$ cat config.mk
export PLATFORM = sky130hd
export DESIGN_NAME = cacheSeqTop
export DESIGN_NICKNAME = d
export VERILOG_FILES = /design/src/rtl/cacheSeqPkg.sv /design/src/rtl/cacheSeqCtrl.sv /design/src/rtl/cacheSeqPath.sv /design/src/rtl/cacheSeqTop.sv
export SDC_FILE = /design/constraint.sdc
export NUM_CORES = 1
export LEC_CHECK = 0
export CAP_MARGIN = 20
export CELL_PAD_IN_SITES_DETAIL_PLACEMENT = 0
export CELL_PAD_IN_SITES_GLOBAL_PLACEMENT = 2
export CORE_MARGIN = 2
export CORE_UTILIZATION = 24
export CTS_BUF_LIST = sky130_fd_sc_hd__clkbuf_8
export CTS_CLUSTER_DIAMETER = 50
export DETAILED_ROUTE_END_ITERATION = 8
export PLACE_DENSITY_LB_ADDON = 0.1
export SETUP_SLACK_MARGIN = 0.5
export SYNTH_ARGS = -nofsm -noshare
export SYNTH_HDL_FRONTEND = slang
export SYNTH_HIERARCHICAL = 1
export SYNTH_SLANG_ARGS = --single-unit
$ cat constraint.sdc
create_clock -name clk -period 2.2 [get_ports clk]
set_clock_uncertainty 0.1 [all_clocks]
set_input_delay 0.66 -clock clk [delete_from_list [all_inputs] [get_ports clk]]
set_output_delay 0.66 -clock clk [all_outputs]
set_load 0.01 [all_outputs]
$ cat src/rtl/cacheSeqPkg.sv
package cacheSeqPkg;

  // Beat state handed from the sequencer to the strobe/address datapath.
  typedef struct packed {
    logic       active;   // a beat is in progress this cycle
    logic       isWrite;  // current transfer is a write
    logic       typeB;    // burst-style SRAM captured at acceptance
    logic       tagUpd;   // write carries a tag update
    logic [1:0] beat;     // beat number 0..3
    logic       capture;  // request accepted at the coming edge
    logic       quiet;    // unsupported mode: force strobes inactive
  } seqCtl_t;

endpackage

$ cat src/rtl/cacheSeqCtrl.sv
module cacheSeqCtrl
  import cacheSeqPkg::*;
(
  input  logic    clk,
  input  logic    rst,
  input  logic    cfgBurst,
  input  logic    cfgAlt,
  input  logic    reqValid,
  input  logic    reqWrite,
  input  logic    reqTagUpd,
  output logic    reqReady,
  output seqCtl_t ctl
);

  localparam int BEATS    = 4;
  localparam int BEAT_W   = $clog2(BEATS);
  localparam int MIN_GAP  = 2;  // NOPs between a read and a following write
  localparam int GAP_W    = $clog2(MIN_GAP + 1);
  localparam logic [BEAT_W-1:0] LAST_BEAT = BEAT_W'(BEATS - 1);
  localparam logic [GAP_W-1:0]  GAP_FULL  = GAP_W'(MIN_GAP);

  logic              active;
  logic              isWrite;
  logic              typeB;
  logic              tagUpd;
  logic [BEAT_W-1:0] beat;
  logic [GAP_W-1:0]  nopCnt;
  logic              lastRead;
  logic              errFlag;
  logic              turnOk;
  logic              accept;

  // A write after a read must wait for the full gap; everything else may go.
  assign turnOk   = !(reqWrite && lastRead) || (nopCnt == GAP_FULL);
  assign reqReady = !active && !errFlag && !cfgAlt && turnOk;
  assign accept   = reqValid && reqReady;

  always_ff @(posedge clk) begin
    if (rst) begin
      active   <= 1'b0;
      isWrite  <= 1'b0;
      typeB    <= 1'b0;
      tagUpd   <= 1'b0;
      beat     <= '0;
      nopCnt   <= GAP_FULL;
      lastRead <= 1'b0;
      errFlag  <= 1'b0;
    end else begin
      errFlag <= cfgAlt;
      if (active) begin
        if (errFlag || beat == LAST_BEAT) begin
          active   <= 1'b0;
          beat     <= '0;
          nopCnt   <= GAP_W'(1);
          lastRead <= !isWrite;
        end else begin
          beat <= beat + BEAT_W'(1);
        end
      end else begin
        if (nopCnt != GAP_FULL) nopCnt <= nopCnt + GAP_W'(1);
        if (accept) begin
          active  <= 1'b1;
          beat    <= '0;
          isWrite <= reqWrite;
          typeB   <= cfgBurst;
          tagUpd  <= reqWrite && reqTagUpd;
        end
      end
    end
  end

  always_comb begin
    ctl         = '0;
    ctl.active  = active;
    ctl.isWrite = isWrite;
    ctl.typeB   = typeB;
    ctl.tagUpd  = tagUpd;
    ctl.beat    = beat;
    ctl.capture = accept;
    ctl.quiet   = errFlag;
  end

  // beats advance one per cycle with no gap.
  a_r4_beat_step: assert property (@(posedge clk) disable iff (rst)
    (active && !errFlag && beat != LAST_BEAT) |=> (active && beat == $past(beat) + BEAT_W'(1)));

  // the cycle after the last beat is a NOP.
  a_r4_burst_end: assert property (@(posedge clk) disable iff (rst)
    (active && beat == LAST_BEAT) |=> !active);

  // an accepted request always starts at beat 0 in the next cycle.
  a_r8_start_beat: assert property (@(posedge clk) disable iff (rst)
    accept |=> (active && beat == '0));

  // an unsupported setting blocks a new transfer start.
  a_r12_no_start: assert property (@(posedge clk) disable iff (rst)
    (cfgAlt && !active) |=> !active);

endmodule

$ cat src/rtl/cacheSeqPath.sv
module cacheSeqPath
  import cacheSeqPkg::*;
#(
  parameter int IDX_W = 20,
  parameter int SEL_W = $clog2(IDX_W + 1)
) (
  input  logic             clk,
  input  logic             rst,
  input  seqCtl_t          ctl,
  input  logic             cfgBankEn,
  input  logic [SEL_W-1:0] cfgIdxBits,
  input  logic [IDX_W-1:0] reqIndex,
  output logic [IDX_W-1:0] bcAddr,
  output logic             loadN,
  output logic             dataOeN,
  output logic             dataWrN,
  output logic             tagOeN,
  output logic             tagWrN
);

  localparam int MIN_BITS = 2;  // the beat field always stays visible
  localparam logic [SEL_W-1:0] MAX_SEL = SEL_W'(IDX_W);
  localparam logic [SEL_W-1:0] MIN_SEL = SEL_W'(MIN_BITS);

  logic [IDX_W-1:0] baseIdx;
  logic [IDX_W-1:0] rawAddr;
  logic [SEL_W-1:0] effBits;
  logic [1:0]       beatOff;
  logic             drive;
  logic             firstBeat;
  logic [IDX_W-1:0] aboveTop;
  logic             topBit;

  always_ff @(posedge clk) begin
    if (rst) baseIdx <= '0;
    else if (ctl.capture) baseIdx <= reqIndex;
  end

  always_comb begin
    if (cfgIdxBits < MIN_SEL)      effBits = MIN_SEL;
    else if (cfgIdxBits > MAX_SEL) effBits = MAX_SEL;
    else                           effBits = cfgIdxBits;
  end

  // Type A steps the low bits each beat; type B lets the SRAM count.
  assign beatOff = (ctl.active && !ctl.typeB) ? ctl.beat : 2'd0;
  assign rawAddr = {baseIdx[IDX_W-1:2], baseIdx[1:0] + beatOff};

  genvar i;
  generate
    for (i = 0; i < IDX_W; i++) begin : g_pin
      if (i < MIN_BITS) begin : g_low
        assign bcAddr[i] = rawAddr[i];
      end else begin : g_high
        assign bcAddr[i] = (effBits > SEL_W'(i)) ? rawAddr[i] :
                           ((cfgBankEn && effBits == SEL_W'(i)) ? ~rawAddr[i-1] : 1'b0);
      end
    end
  endgenerate

  assign drive     = ctl.active && !ctl.quiet;
  assign firstBeat = (ctl.beat == 2'd0);

  assign loadN   = !(drive && (!ctl.typeB || firstBeat));
  assign dataOeN = !(drive && !ctl.isWrite);
  assign dataWrN = !(drive && ctl.isWrite);
  assign tagOeN  = !(drive && !ctl.isWrite && firstBeat);
  assign tagWrN  = !(drive && ctl.isWrite && ctl.tagUpd && firstBeat);

  assign aboveTop = bcAddr >> effBits;
  assign topBit   = bcAddr[effBits - SEL_W'(1)];

  // no strobe moves outside a beat.
  a_r2_idle_high: assert property (@(posedge clk) disable iff (rst)
    !ctl.active |-> (loadN && dataOeN && dataWrN && tagOeN && tagWrN));

  // read enable and write strobe never overlap.
  a_r7_no_clash: assert property (@(posedge clk) disable iff (rst)
    !(!dataOeN && !dataWrN));

  // pins above the cache size stay low without bank enable.
  a_r10_zero_above: assert property (@(posedge clk) disable iff (rst)
    !cfgBankEn |-> (aboveTop == '0));

  // bank pin carries the complement of the top index bit.
  a_r11_bank_pin: assert property (@(posedge clk) disable iff (rst)
    (cfgBankEn && effBits < MAX_SEL) |-> (aboveTop == {{(IDX_W-1){1'b0}}, ~topBit}));

endmodule

$ cat src/rtl/cacheSeqTop.sv
module cacheSeqTop
  import cacheSeqPkg::*;
#(
  parameter int IDX_W = 20,
  localparam int SEL_W = $clog2(IDX_W + 1)
) (
  input  logic             clk,
  input  logic             rst,
  input  logic             cfgBurst,
  input  logic             cfgAlt,
  input  logic             cfgBankEn,
  input  logic [SEL_W-1:0] cfgIdxBits,
  input  logic             reqValid,
  output logic             reqReady,
  input  logic             reqWrite,
  input  logic             reqTagUpd,
  input  logic [IDX_W-1:0] reqIndex,
  output logic [IDX_W-1:0] bcAddr,
  output logic             loadN,
  output logic             dataOeN,
  output logic             dataWrN,
  output logic             tagOeN,
  output logic             tagWrN,
  output logic             modeErr
);

  seqCtl_t seqCtl;

  cacheSeqCtrl uCtrl (
    .clk       (clk),
    .rst       (rst),
    .cfgBurst  (cfgBurst),
    .cfgAlt    (cfgAlt),
    .reqValid  (reqValid),
    .reqWrite  (reqWrite),
    .reqTagUpd (reqTagUpd),
    .reqReady  (reqReady),
    .ctl       (seqCtl)
  );

  cacheSeqPath #(.IDX_W(IDX_W), .SEL_W(SEL_W)) uPath (
    .clk        (clk),
    .rst        (rst),
    .ctl        (seqCtl),
    .cfgBankEn  (cfgBankEn),
    .cfgIdxBits (cfgIdxBits),
    .reqIndex   (reqIndex),
    .bcAddr     (bcAddr),
    .loadN      (loadN),
    .dataOeN    (dataOeN),
    .dataWrN    (dataWrN),
    .tagOeN     (tagOeN),
    .tagWrN     (tagWrN)
  );

  assign modeErr = seqCtl.quiet;

  // after a read enable cycle, the next two cycles carry no write strobe.
  a_r8_turn_gap1: assert property (@(posedge clk) disable iff (rst)
    !dataOeN |=> dataWrN);
  a_r8_turn_gap2: assert property (@(posedge clk) disable iff (rst)
    !dataOeN |=> ##1 dataWrN);

  // error flag silences the bus and the request port.
  a_r12_err_quiet: assert property (@(posedge clk) disable iff (rst)
    modeErr |-> (loadN && dataOeN && dataWrN && tagOeN && tagWrN && !reqReady));

endmodule

==> parameters.txt, run 1 <==
Parameter                              Value

Outcome
  Result of the run    complete, but fails checks
  Violations in the final reports    negative setup slack

Power and ir drop
  Total power draw    1630 uW
  Combinational share of power    37.1%
  Clock share of power    roughly a quarter
  Worst voltage drop across the vdd grid    0.301 mV
  Net switching power figure    a little under 500 uW
  Sequential fraction of design power    about two fifths
  Total leakage power    around 0.0015 uW
  Net switching share of the total power    approximately 30%
  Internal    1150 uW
  Power Density    458 nW/um^2

STA
  Achievable frequency    a little over 400 MHz
  Hold Fails Final Rpt    0
  Crit path setup slack, layout    -282 ps
  Final Max Tran Viols    0
  Worst slew margin relative to its limit    82.6%
  Final critical delay including setup and external delays    about 2500 ps
  RSZ-0062 raised after global routing    yes
  Final setup fails    19
  Period Utilization, post-route    113%
  Pin slew with the least headroom to its limit    ~260 ps

CTS
  Number of buffers added by the clock tree synthesis step    5
  Clock network latency to the later pin of the worst-skew pair    270 ps
  Clock-pin slew on the worst setup and hold paths    around 60 ps
  Count of clock tree sinks    30
  Clock buffer depth    2
  CTS H-tree lvls    2
  Hold buffer count at cts    0
  Clock tree from TritonCTS    yes
  Root buffer selected by CTS    sky130_fd_sc_hd__clkbuf_8

Worst setup path
  Cell with the largest stage delay on the worst path    sky130_fd_sc_hd__or3b_4
  Most common cell on crit path    sky130_fd_sc_hd__buf_6
  Worst EP required    1440 ps
  Setup CP Type    in -> out
  Cell breakdown of the critical path    buf_6 > buf_6 > or3b_4 > buf_6 > o31ai_2 > buf_2
  Type of origin of the critical path    input port
  Type of destination of the critical path    primary output
  Maximum fanout count along the critical path    5
  Critical path data arrival time    approximately 1700 ps
  Largest stage delay on the critical path    410 ps

Die
  Chip width    ~90 um
  Die area    around 8100 um^2
  Core area    7210 um^2
  Count of standard-cell rows    31
  Initial cell density of the core    between 20% and 30%
  Height of the die    ~90 um
  Top-Level Pins    60

Cells and area
  Count of non-filler cells in the finished layout    425
  Area of all placed cells without fillers    ~3600 um^2
  Final Util    about half
  Ratio of cells with drive above 1 in the final layout    55.8%
  Diodes inserted    0
  Area added between synthesis and finish    102%
  Nets@finish    around 360

Yosys
  Synthesized instance count    208
  Top cell types by occurrence after synthesis    sky130_fd_sc_hd__dfxtp_1, sky130_fd_sc_hd__nor2_1, sky130_fd_sc_hd__mux2i_1, sky130_fd_sc_hd__nand2_1, sky130_fd_sc_hd__o21ai_0
  Async set-reset flop share out of synthesis    0%
  Synth area leader    sky130_fd_sc_hd__dfxtp_1
  Most used DFF post-synth    sky130_fd_sc_hd__dfxtp_1
  Synth Area per Inst    about 8.5 um^2
  Combined area of all synthesized cells    between 1500 and 2000 um^2
  Synth warn    6
  #FFs+latches synth    30
  Number of distinct library cells after synthesis    just over 50
  Register area share after synthesis    33.9%
  Number of nets produced by synthesis    approximately 240
  Area share of the leading cell type in the synthesized netlist    33.9%
  Dominant cell by count in the synthesized netlist    sky130_fd_sc_hd__dfxtp_1
  Ranking of synthesized cells by area    sky130_fd_sc_hd__dfxtp_1, sky130_fd_sc_hd__mux2i_1, sky130_fd_sc_hd__nor2_1
  Number of enable flip-flop cells after synthesis    0

Placement
  Placed Cells incl. Taps    slightly below 400
  Detailed placer's ending HPWL    approximately 4500 um
  Post-Place Setup Slack    -1140 ps
  Number of I/O port buffers    59
  Routability congestion estimate from global placement    roughly 0.79
  Post-placement cell area    roughly 2900 um^2

Routing
  Initial drt markers    89
  Wire length reported by the detailed router    6620 um
  Number of remaining DRC errors    0
  Wirelength per Cell    15.6 um
  Via density per instance    4.62
  Length of the first detailed-routing pass in iterations    4
  Number of vias after detailed routing    ~2,000
  Remaining antenna violation count after routing    0

Worst hold path
  Hold crit path type    reg -> reg

Global routing
  Via count of the first global-routing pass    around 1,900
  GR Overflow Total    0
  First-pass GRT wire length    roughly 11,000 um
  Initial antenna violation count    0
  Gr usage total    16.8%
  Largest net degree at the start of global routing    22

Run
  Max-cap viol count    0
[logic make-up after synthesis]
kind of cell,synth area share [%]
and+or+nand+nor,23.6
AOI/OAI and AO/OA,19.2
DFF,33.9
buffers and inverters,8.84
muxes,11.3
adders and majority gates,2.12
xor gates and xnor gates,0.990
[per-stage QoR]
stage               TNS [ps]  hold slack, ps
detailed placement    -24640             360
floorplan               -360             340
global route           -4450             407
global placement      -24020             348
finish                 -3720             379
CTS                    -4070             382
[layout make-up]
type	instances	area (um^2)
fillers	693	3640
flip-flops and latches	30	609
clock buffers	5	68.8
well taps	99	124
clock inverters	2	7.51
multi-input cells	149	1450
repair buffers	131	1280
inverters	9	38.8
[critical path, delay by kind of cell]
kind,cells,cell delay [ps]
AND/OR/NAND/NOR,1,410
buffers and inverters,4,480
AO/OA/AOI/OAI,1,150
[registers in the layout (all words and copies together) (netlist names)]
name and cells:
uPath/baseIdx 20, uCtrl/tagUpd 1, uCtrl/beat 2, uCtrl/nopCnt 2
uCtrl/lastRead 1, uCtrl/errFlag 1, uCtrl/active 1, uCtrl/isWrite 1
uCtrl/typeB 1
[layer usage]
metal	vias to the layer above	share of wire (%)	wire, um	track usage [%]
met5	-	0	0	0
met4	0	1.0	66	5.13
met3	7	4.5	295	3.60
met2	46	45	2990	25.1
met1	928	49	3270	24.1
li1	984	-	-	-
[repair_timing]
| action | in CTS | in global routing |
|---|---|---|
| endpoints found under the setup margin | 52 | 54 |
| gates cloned | 2 | 1 |
| endpoints found under the hold margin | 0 | 0 |
| resized for setup | 228 | 23 |
| pin swaps | 37 | 19 |
| setup buffers | 25 | 3 |
[power by group through the flow]
stage / sequential (uW) / combinational, uW / clock [uW]
after detailed placement: 628 / 453 / 0
after global placement: 627 / 452 / 0
after floorplan: 619 / 254 / 0
final: 628 / 606 / 400
after global routing: 633 / 663 / 447
after CTS: 627 / 573 / 414
[cell usage in the layout (no fill, tap or decap), types with 2 or more instances in the layout]
cell / Yosys / final
sky130_fd_sc_hd__clkbuf_8: 0 / 5
sky130_fd_sc_hd__or3_1: 3 / 2
sky130_fd_sc_hd__or3b_2: 2 / 2
sky130_fd_sc_hd__mux2i_1: 20 / 20
sky130_fd_sc_hd__buf_8: 0 / 5
sky130_fd_sc_hd__dfxtp_1: 30 / 25
sky130_fd_sc_hd__o32ai_2: 0 / 5
sky130_fd_sc_hd__a21oi_1: 8 / 5
sky130_fd_sc_hd__nor4_4: 0 / 2
sky130_fd_sc_hd__dfxtp_2: 0 / 4
sky130_fd_sc_hd__or2_4: 1 / 3
sky130_fd_sc_hd__nand3b_1: 4 / 4
sky130_fd_sc_hd__a21boi_2: 0 / 2
sky130_fd_sc_hd__o21ai_0: 9 / 3
sky130_fd_sc_hd__buf_16: 0 / 2
sky130_fd_sc_hd__nand2_1: 13 / 6
sky130_fd_sc_hd__buf_2: 8 / 25
sky130_fd_sc_hd__nand3_1: 4 / 2
sky130_fd_sc_hd__buf_12: 0 / 6
sky130_fd_sc_hd__buf_4: 6 / 34
sky130_fd_sc_hd__inv_1: 8 / 9
sky130_fd_sc_hd__o21ai_1: 4 / 2
sky130_fd_sc_hd__o21ai_4: 0 / 3
sky130_fd_sc_hd__nand4b_1: 2 / 2
sky130_fd_sc_hd__ha_4: 0 / 2
sky130_fd_sc_hd__nand2_2: 0 / 6
sky130_fd_sc_hd__o21ai_2: 0 / 5
sky130_fd_sc_hd__o31ai_2: 0 / 2
sky130_fd_sc_hd__clkdlybuf4s50_1: 0 / 23
sky130_fd_sc_hd__nor2_1: 23 / 21
sky130_fd_sc_hd__a21oi_2: 0 / 3
sky130_fd_sc_hd__buf_6: 2 / 33
sky130_fd_sc_hd__nor3_1: 3 / 2
sky130_fd_sc_hd__o41ai_4: 0 / 6
sky130_fd_sc_hd__nand4_1: 2 / 2
sky130_fd_sc_hd__and3b_2: 0 / 2
sky130_fd_sc_hd__o21a_1: 2 / 2
sky130_fd_sc_hd__or3b_4: 1 / 2
[path summary, 6_finish.rpt]
path         cells after the start                 to  slack [ps]           from
min                              2       uCtrl/tagUpd         380   uCtrl/tagUpd
max                              6          bcAddr[8]        -280  cfgIdxBits[4]
max reg2reg                     11  uPath/baseIdx[10]         270   uCtrl/active
min reg2reg                      2       uCtrl/tagUpd         380   uCtrl/tagUpd
Power figures use the tool's default switching activity.
==> run 2: changes to the inputs <==
--- a/config.mk
+++ b/config.mk
@@ -13,7 +13,9 @@
 export CTS_BUF_LIST = sky130_fd_sc_hd__clkbuf_8
 export CTS_CLUSTER_DIAMETER = 50
 export DETAILED_ROUTE_END_ITERATION = 8
+export MAX_ROUTING_LAYER = met4
 export PLACE_DENSITY_LB_ADDON = 0.1
+export REMOVE_ABC_BUFFERS = 1
 export SETUP_SLACK_MARGIN = 0.5
 export SYNTH_ARGS = -nofsm -noshare
 export SYNTH_HDL_FRONTEND = slang
==> run 2 against run 1 <==
  * The flow still finishes with violations (negative setup slack)
  * Total power is 0.92% higher
  * Combinational power is 8.1% lower
  * Register-to-register slack better by 170 ps
  * Final area is 5.0% lower
  * Critical path depth stayed put
  * First-iteration DRC count is 30% lower
  * Cell count is 0.94% lower
  * Utilization is 2.5 points lower
  * Worst setup slack better by 11 ps
  * Clock power is 17% higher
  * Global-route usage is 0.58 points lower
  * Flip-flop and latch count stayed put
  * Critical endpoint unchanged
  * Largest cell class unchanged
==> parameters.txt, run 2 (synthesis results as in run 1) <==
Parameter                              Value

Outcome
  Result of the run    complete, but fails checks
  Violations in the final reports    negative setup slack

Worst setup path
  Maximum fanout count along the critical path    5 (unchanged)
  Setup CP Type    in -> out
  Worst EP required    1440 ps (about the same)
  Type of origin of the critical path    input port
  Type of destination of the critical path    primary output
  Critical path data arrival time    1710 ps (about the same)

Placement
  Detailed placer's ending HPWL    4320 um (-3.6%)
  Post-placement cell area    2680 um^2 (-7.7%)
  Placed Cells incl. Taps    383 (-1.0%)
  Routability congestion estimate from global placement    0.811 (+2.1%)
  Number of I/O port buffers    59 (unchanged)

STA
  Final Max Tran Viols    0 (unchanged)
  Worst slew margin relative to its limit    81.4% (-1.1 points)
  Final critical delay including setup and external delays    2470 ps (-10.8 ps)
  RSZ-0062 raised after global routing    yes
  Final setup fails    19 (unchanged)
  Period Utilization, post-route    112% (-0.49 points)
  Crit path setup slack, layout    -271 ps (+10.8 ps)
  Pin slew with the least headroom to its limit    278 ps (+16.7 ps)
  Achievable frequency    405 MHz (+0.44%)
  Hold Fails Final Rpt    0 (unchanged)

CTS
  Root buffer selected by CTS    sky130_fd_sc_hd__clkbuf_8
  Count of clock tree sinks    30 (unchanged)
  Hold buffer count at cts    0 (unchanged)
  Clock network latency to the later pin of the worst-skew pair    280 ps (about the same)
  Clock buffer depth    2 (unchanged)
  Clock tree from TritonCTS    yes
  CTS H-tree lvls    2 (unchanged)
  Clock-pin slew on the worst setup and hold paths    70 ps (about the same)
  Number of buffers added by the clock tree synthesis step    5 (unchanged)

Routing
  Routed met3 length    261 um (-12%)
  Wire length reported by the detailed router    6560 um (-0.94%)
  Wirelength per Cell    15.6 um (about the same)
  Number of remaining DRC errors    0 (unchanged)
  Remaining antenna violation count after routing    0 (unchanged)
  Detail Route met2 WL    3390 um (+14%)
  Highest layer used for signal routing    met4
  Via density per instance    4.69 (+1.4%)
  Number of vias after detailed routing    1,973 (+0.41%)
  Initial drt markers    62 (-30%)
  Post-route met1 wirelength    2840 um (-13%)
  Length of the first detailed-routing pass in iterations    6 (+2)

Cells and area
  Count of non-filler cells in the finished layout    421 (-0.94%)
  Largest register FFs    20 (unchanged)
  Area of all placed cells without fillers    3390 um^2 (-5.0%)
  Largest register by flop count    uPath/baseIdx
  Ratio of cells with drive above 1 in the final layout    51.6% (-4.3 points)
  Leading cell type in the layout, fill and taps excluded    sky130_fd_sc_hd__buf_4
  Commonest cells after routing, fill and taps aside    sky130_fd_sc_hd__buf_4, sky130_fd_sc_hd__dfxtp_1, sky130_fd_sc_hd__buf_2
  Area added between synthesis and finish    91.7%
  Diodes inserted    0 (unchanged)
  Top Registers    uPath/baseIdx (20), uCtrl/beat (2), uCtrl/nopCnt (2)
  Nets@finish    357 (-1.4%)

Run
  Max-cap viol count    0 (unchanged)

Die
  Core area    7210 um^2 (unchanged)
  Count of standard-cell rows    31 (unchanged)
  Height of the die    89.9 um (unchanged)
  Die area    8070 um^2 (unchanged)
  Chip width    89.9 um (unchanged)
  Top-Level Pins    60 (unchanged)
  Initial cell density of the core    24.5% (unchanged)

Global routing
  Initial antenna violation count    0 (unchanged)
  Gr usage total    16.2% (-0.58 points)
  GR Overflow Total    0 (unchanged)
  Via count of the first global-routing pass    2,013 (+4.6%)
  Largest net degree at the start of global routing    30 (+36%)
  First-pass GRT wire length    10,200 um (-4.5%)

Power and ir drop
  Power Density    486 nW/um^2 (+6.2%)
  Total leakage power    0.00141 uW (-5.8%)
  Worst voltage drop across the vdd grid    0.286 mV (-4.7%)

Worst hold path
  Hold crit path type    reg -> reg
==> run 2: cell type report <==
| class | instances | area, um^2 |
|---|---|---|
| clock buffers | 6 | 82.6 |
| clock inverters | 2 | 8.76 |
| repair buffers | 126 | 1160 |
| inverters | 9 | 38.8 |
| flip-flops and latches | 30 | 609 |
| well taps | 99 | 124 |
| fillers | 726 | 3820 |
| multi-input cells | 149 | 1370 |
==> run 2: final timing paths <==
| kind | from | end | slack [ps] | cells past startpoint |
|---|---|---|---|---|
| setup / recovery | cfgIdxBits[2] | bcAddr[8] | -270 | 6 |
| hold / removal | uCtrl/lastRead | uCtrl/lastRead | 380 | 2 |
| hold reg to reg | uCtrl/lastRead | uCtrl/lastRead | 380 | 2 |
| setup reg to reg | uCtrl/active | uPath/baseIdx[1] | 440 | 9 |
==> run 2: worst max-delay path, cell delays in order <==
cell and delay [ps]:
sky130_fd_sc_hd__buf_8 100, sky130_fd_sc_hd__buf_6 110, sky130_fd_sc_hd__or3b_4 410, sky130_fd_sc_hd__o211ai_1 170, sky130_fd_sc_hd__o31ai_1 100, sky130_fd_sc_hd__buf_2 150
==> run 2: timing repair <==
| item | 4_1_cts | 5_1_grt |
|---|---|---|
| pin swaps | 36 | 34 |
| setup buffers | 17 | 11 |
| setup endpoints to repair | 53 | 48 |
| gates resized for setup | 223 | 44 |
| gates cloned | 2 | 0 |
==> run 2: stage by stage <==
stage | util (%) | setup TNS, ps | setup slack, ps | power [uW] | hold slack (ps)
2_1_floorplan | - | -118 | -27.8 | 793 | 339
3_3_place_gp | 37.1 | -25390 | -1230 | 1040 | 346
3_5_place_dp | 37.1 | -25310 | -1240 | 1050 | 366
4_1_cts | 42.8 | -3770 | -305 | 1610 | 387
5_1_grt | 47.0 | -4450 | -313 | 1740 | 423
6_report | 47.0 | -3580 | -271 | 1650 | 382
==> run 2: power breakdown <==
part           switching [uW]  leakage (uW)  internal, uW
registers                37.8      0.000246           587
clock network             219     0.0000524           248
logic                     236       0.00111           321
total                     493       0.00141          1160
==> run 2: layer usage <==
metal  track usage [%]  up-vias
met4              5.00        0
met2              28.4       52
li1                  -      977
met5                 -        -
met1              18.6      934
met3              3.27       10
